`src/rtl/rxpol_pkg.sv`:
```
package rxpol_pkg;

    typedef enum logic [1:0] {
        EVT_NONE   = 2'd0,
        EVT_FAIL   = 2'd1,
        EVT_LINKUP = 2'd2,
        EVT_FRAME  = 2'd3
    } rxpol_evt_e;

    typedef struct packed {
        logic inv;
        logic armed;
        logic seen;
    } rxpol_state_t;

    localparam rxpol_state_t RXPOL_RST = '{inv: 1'b0, armed: 1'b1, seen: 1'b0};

endpackage

```
`src/rtl/rxpol_evt_sel.sv`:
```
module rxpol_evt_sel
    import rxpol_pkg::*;
(
    input  logic       link_fail,
    input  logic       linkup_stb,
    input  logic       frm_stb,
    input  logic       frm_etd_ok,
    output rxpol_evt_e evt
);

    // Fixed priority: fail, then link-up, then a valid-delimiter frame.
    always_comb begin
        if (link_fail)
            evt = EVT_FAIL;
        else if (linkup_stb)
            evt = EVT_LINKUP;
        else if (frm_stb && frm_etd_ok)
            evt = EVT_FRAME;
        else
            evt = EVT_NONE;
    end

endmodule

```
`src/rtl/rxpol_decider.sv`:
```
module rxpol_decider
    import rxpol_pkg::*;
(
    input  logic       clk,
    input  logic       rst_n,
    input  rxpol_evt_e evt,
    input  logic       linkup_pol,
    input  logic       frame_pol,
    output logic       inv,
    output logic       armed,
    output logic       seen
);

    rxpol_state_t st_d, st_q;

    always_comb begin
        st_d = st_q;
        unique case (evt)
            EVT_FAIL: begin
                st_d.armed = 1'b1;
                st_d.seen  = 1'b0;
            end
            EVT_LINKUP: begin
                if (st_q.armed)
                    st_d.inv = linkup_pol;
            end
            EVT_FRAME: begin
                if (st_q.armed) begin
                    if (!st_q.seen) begin
                        st_d.inv  = frame_pol;
                        st_d.seen = 1'b1;
                    end else if (frame_pol == st_q.inv) begin
                        st_d.armed = 1'b0;
                    end else begin
                        st_d.inv = frame_pol;
                    end
                end
            end
            default: ;
        endcase
    end

    always_ff @(posedge clk or negedge rst_n) begin
        if (!rst_n)
            st_q <= RXPOL_RST;
        else
            st_q <= st_d;
    end

    assign inv   = st_q.inv;
    assign armed = st_q.armed;
    assign seen  = st_q.seen;

endmodule

```
`src/rtl/rxpol_lane_fix.sv`:
```
module rxpol_lane_fix #(
    parameter int LANES = 1
) (
    input  logic             inv,
    input  logic [LANES-1:0] din,
    output logic [LANES-1:0] dout
);

    for (genvar g = 0; g < LANES; g++) begin : g_lane
        assign dout[g] = din[g] ^ inv;
    end

endmodule

```
`src/rtl/rxpol_corrector.sv`:
```
module rxpol_corrector
    import rxpol_pkg::*;
#(
    parameter int LANES = 1
) (
    input  logic             clk,
    input  logic             rst_n,
    input  logic             link_fail,
    input  logic             linkup_stb,
    input  logic             linkup_pol,
    input  logic             frm_stb,
    input  logic             frm_etd_ok,
    input  logic             frm_pol,
    input  logic [LANES-1:0] rx_din,
    output logic             pol_rev,
    output logic [LANES-1:0] rx_dout
);

    rxpol_evt_e evt_w;
    logic       armed_w;
    logic       seen_w;

    rxpol_evt_sel u_sel (
        .link_fail  (link_fail),
        .linkup_stb (linkup_stb),
        .frm_stb    (frm_stb),
        .frm_etd_ok (frm_etd_ok),
        .evt        (evt_w)
    );

    rxpol_decider u_dec (
        .clk        (clk),
        .rst_n      (rst_n),
        .evt        (evt_w),
        .linkup_pol (linkup_pol),
        .frame_pol  (frm_pol),
        .inv        (pol_rev),
        .armed      (armed_w),
        .seen       (seen_w)
    );

    rxpol_lane_fix #(.LANES(LANES)) u_fix (
        .inv  (pol_rev),
        .din  (rx_din),
        .dout (rx_dout)
    );

endmodule

```
`config.mk`:
```
export PLATFORM = sky130hd
export DESIGN_NAME = rxpol_corrector
export DESIGN_NICKNAME = d
export VERILOG_FILES = /design/src/rtl/rxpol_pkg.sv /design/src/rtl/rxpol_evt_sel.sv /design/src/rtl/rxpol_decider.sv /design/src/rtl/rxpol_lane_fix.sv /design/src/rtl/rxpol_corrector.sv
export SDC_FILE = /design/constraint.sdc
export NUM_CORES = 1
export LEC_CHECK = 0
export BUFFER_PORTS_ARGS = -buffer_cell sky130_fd_sc_hd__buf_2
export CORE_AREA = 4 4 41 43
export DETAILED_ROUTE_END_ITERATION = 6
export DIE_AREA = 0 0 45 47
export GPL_ROUTABILITY_DRIVEN = 0
export GPL_TIMING_DRIVEN = 0
export PLACE_DENSITY_LB_ADDON = 0.08
export SLEW_MARGIN = 0
export SYNTH_ARGS = -nofsm -noshare
export SYNTH_HDL_FRONTEND = slang
export SYNTH_HIERARCHICAL = 1
export SYNTH_SLANG_ARGS = --single-unit
```
`constraint.sdc`:
```
create_clock -name clk -period 0.9 [get_ports clk]
set_input_delay 0.135 -clock clk [delete_from_list [all_inputs] [get_ports clk]]
set_output_delay 0.135 -clock clk [all_outputs]
set_load 0.01 [all_outputs]
```
==> reports/qor.txt <==
status: finished, violations left
failing checks: negative setup slack
global-route wire length before repair: 738 µm
Final WS setup: -0.1281 ns
Tcrit/Tclk final: 1.142
leakage: 0.1306 nW
nature of the critical path startpoint: flop
most frequent cell after synthesis: a21oi_1
# clock sinks: 3
CP max FO: 3
CTS Root Cell: clkbuf_4
# fillers: 148
synth top area cells: dfrtp_1 (30%), dfstp_2 (16%), xor2_1 (11%)
dominant cell type by area after synthesis: dfrtp_1
synthesized flop and latch total: 3
CP Capture Type: primary output
total power: 549.2 µW
Crit path required time: 0.76 ns
minimum clock period: 1.028 ns
number of flops mapped to enable cells by yosys: 0
synth unique cells: 12
total grt overflow: 0
num rows: 13
final hold viol count: 0
Mapped Nets: 26
VDD IR max: 0.0005537 V
FF-to-FF path depth: 3
ant diodes: 0
CTS buffer count: 3
Post-synth ARST share: 1.000
Worst-path clk slew: 0.04 ns
Syn Area/Cell: 9.789 µm²
top cell type's share of synthesized area: 0.3008
CTS tree: yes
drt initial violations: 3
Ys Warns: 6
Max Root-Sink Buffers: 2
Pre-Repair DR Iteration Count: 2
synthesized area: 166.4 µm²
Routed Antenna Nets: 0
Tot GR Track Use: 0.05226
multi-input logic area: 93.84 µm²
f_max: 0.9727 GHz
# setup viols final: 2
Worst Hold Class: in2async
Total Routed Length: 462 µm
die outline area: 0.002115 mm²
post-synthesis sequential area ratio: 0.4586
largest net degree at the start of global routing: 5
core area: 0.001301 mm²
vias in the first global route: 193
layout cell share with drive strength beyond 1: 0.5152
Gate Count Post-Synth: 17
Die Y: 47 µm
Worst Tran Pin Value: 0.3345 ns
Initial Util: 0.1279
power per cell area: 1942 mW/mm²
Reg area: 76.32 µm²
most frequent cells after synthesis: a21oi_1 (3), dfrtp_1 (2), nor2_1 (2), xor2_1 (2)
Post-route DRC: 0
io pins: 11
Post-synth top flop: dfrtp_1
Die Span X: 45 µm
clk_skew: 0.00009474 ns
Slew Viols, Final: 0
Routed WL per cell: 9.625 µm
Area Overhead vs Synth: 69.92%
Arr. time, crit path: 0.89 ns
Non-Filler Instances: 48
Slew headroom: 0.7762
Fin Setup TNS: -0.1542 ns
hold_ws: 0.2251 ns
max_cap viols: 0
clk_lat worst skew: 0.23 ns
Vias: 180
CTS H-tree depth: 1
placed insts: 42
DR vias/cell: 3.750
RSZ-0062 raised after global routing: yes
# nets final: 43
initial antenna violation count: 0
Core Util, Final: 0.2173
critical path type: reg2out
input/output buffers: 10
==> cell usage in the layout, fill, tap and decap left out <==
cell | Yosys | routed
nor2_1 | 2 | 2
clkbuf_1 | 0 | 1
nand3_1 | 1 | 1
dfstp_2 | 1 | 1
o22a_1 | 1 | 1
clkbuf_4 | 0 | 3
a21oi_2 | 0 | 1
dfrtp_1 | 2 | 2
buf_4 | 0 | 1
nand2_1 | 1 | 1
buf_2 | 0 | 10
a31oi_1 | 1 | 1
a21oi_1 | 3 | 2
nor2b_2 | 1 | 1
mux2i_1 | 1 | 1
dlygate4sd3_1 | 0 | 1
xor2_1 | 2 | 2
o21bai_1 | 1 | 1
==> metal layers <==
metal	up-vias	wire length [µm]	GRT usage
met5	-	0	0
met3	0	49	0.03065
met4	0	0	0.05263
met1	81	169	0.05492
met2	6	242	0.07062
li1	93	-	-
==> cell type report <==
type                       count  share of cell area
timing repair buffer          12              0.2389
multi-input combinational     14              0.3319
sequential                     3              0.2699
tap                           15             0.06637
clock buffer                   4             0.09292
==> repair_timing <==
action / CTS / global route
gates resized for setup: 0 / 1
pin swaps: 2 / 1
cloned: 0 / 0
hold buffers: 1 / 0
setup buffers: 1 / 0
endpoints found under the setup margin: 2 / 4
endpoints found under the hold margin: 3 / 0
==> report_power, final <==
group          switching [mW]  internal, mW
clock                  0.0646         0.166
combinational          0.0658        0.0738
sequential             0.0180         0.161
total                   0.148         0.401
==> worst max-delay path: stages, from the launching register on <==
cell and delay, ns:
dfrtp_1 0.39, xor2_1 0.14, buf_2 0.14
==> metrics by stage <==
step	setup slack [ns]	cell area, µm²
2_1_floorplan	0.05253	166.4
3_3_place_gp	-0.1331	235.2
3_5_place_dp	-0.1274	235.2
4_1_cts	-0.1450	279.0
5_1_grt	-0.1782	282.8
6_report	-0.1281	282.8
==> registers in the layout, summed over array words and instances, names as in the netlist <==
register     count
u_dec/inv        1
u_dec/armed      1
u_dec/seen       1
==> path summary, 6_finish.rpt <==
path                                         from                       to  slack, ns
setup / recovery            u_dec/inv$_DFFE_PN0P_                  rx_dout      -0.13
hold / removal                              rst_n    u_dec/inv$_DFFE_PN0P_       0.23
setup reg to reg            u_dec/inv$_DFFE_PN0P_  u_dec/armed$_DFFE_PN1P_      -0.03
hold reg to reg            u_dec/seen$_DFFE_PN0P_   u_dec/seen$_DFFE_PN0P_       0.53
max in group asynchronous                   rst_n  u_dec/armed$_DFFE_PN1P_       0.48
min in group clk                          frm_pol  u_dec/armed$_DFFE_PN1P_       0.24
==> cell families (layout without fill, tap and decap cells) <==
kind of cell	after synthesis	in the layout	share of synthesized area
flip-flops	3	3	0.4587
multiplexers	1	1	0.06015
AND/OR/NAND/NOR	5	5	0.1504
AO/OA/AOI/OAI	6	6	0.2256
XOR/XNOR	2	2	0.1053
buffers and inverters	0	16	0
Note: power is estimated with default switching activity, not from simulation.
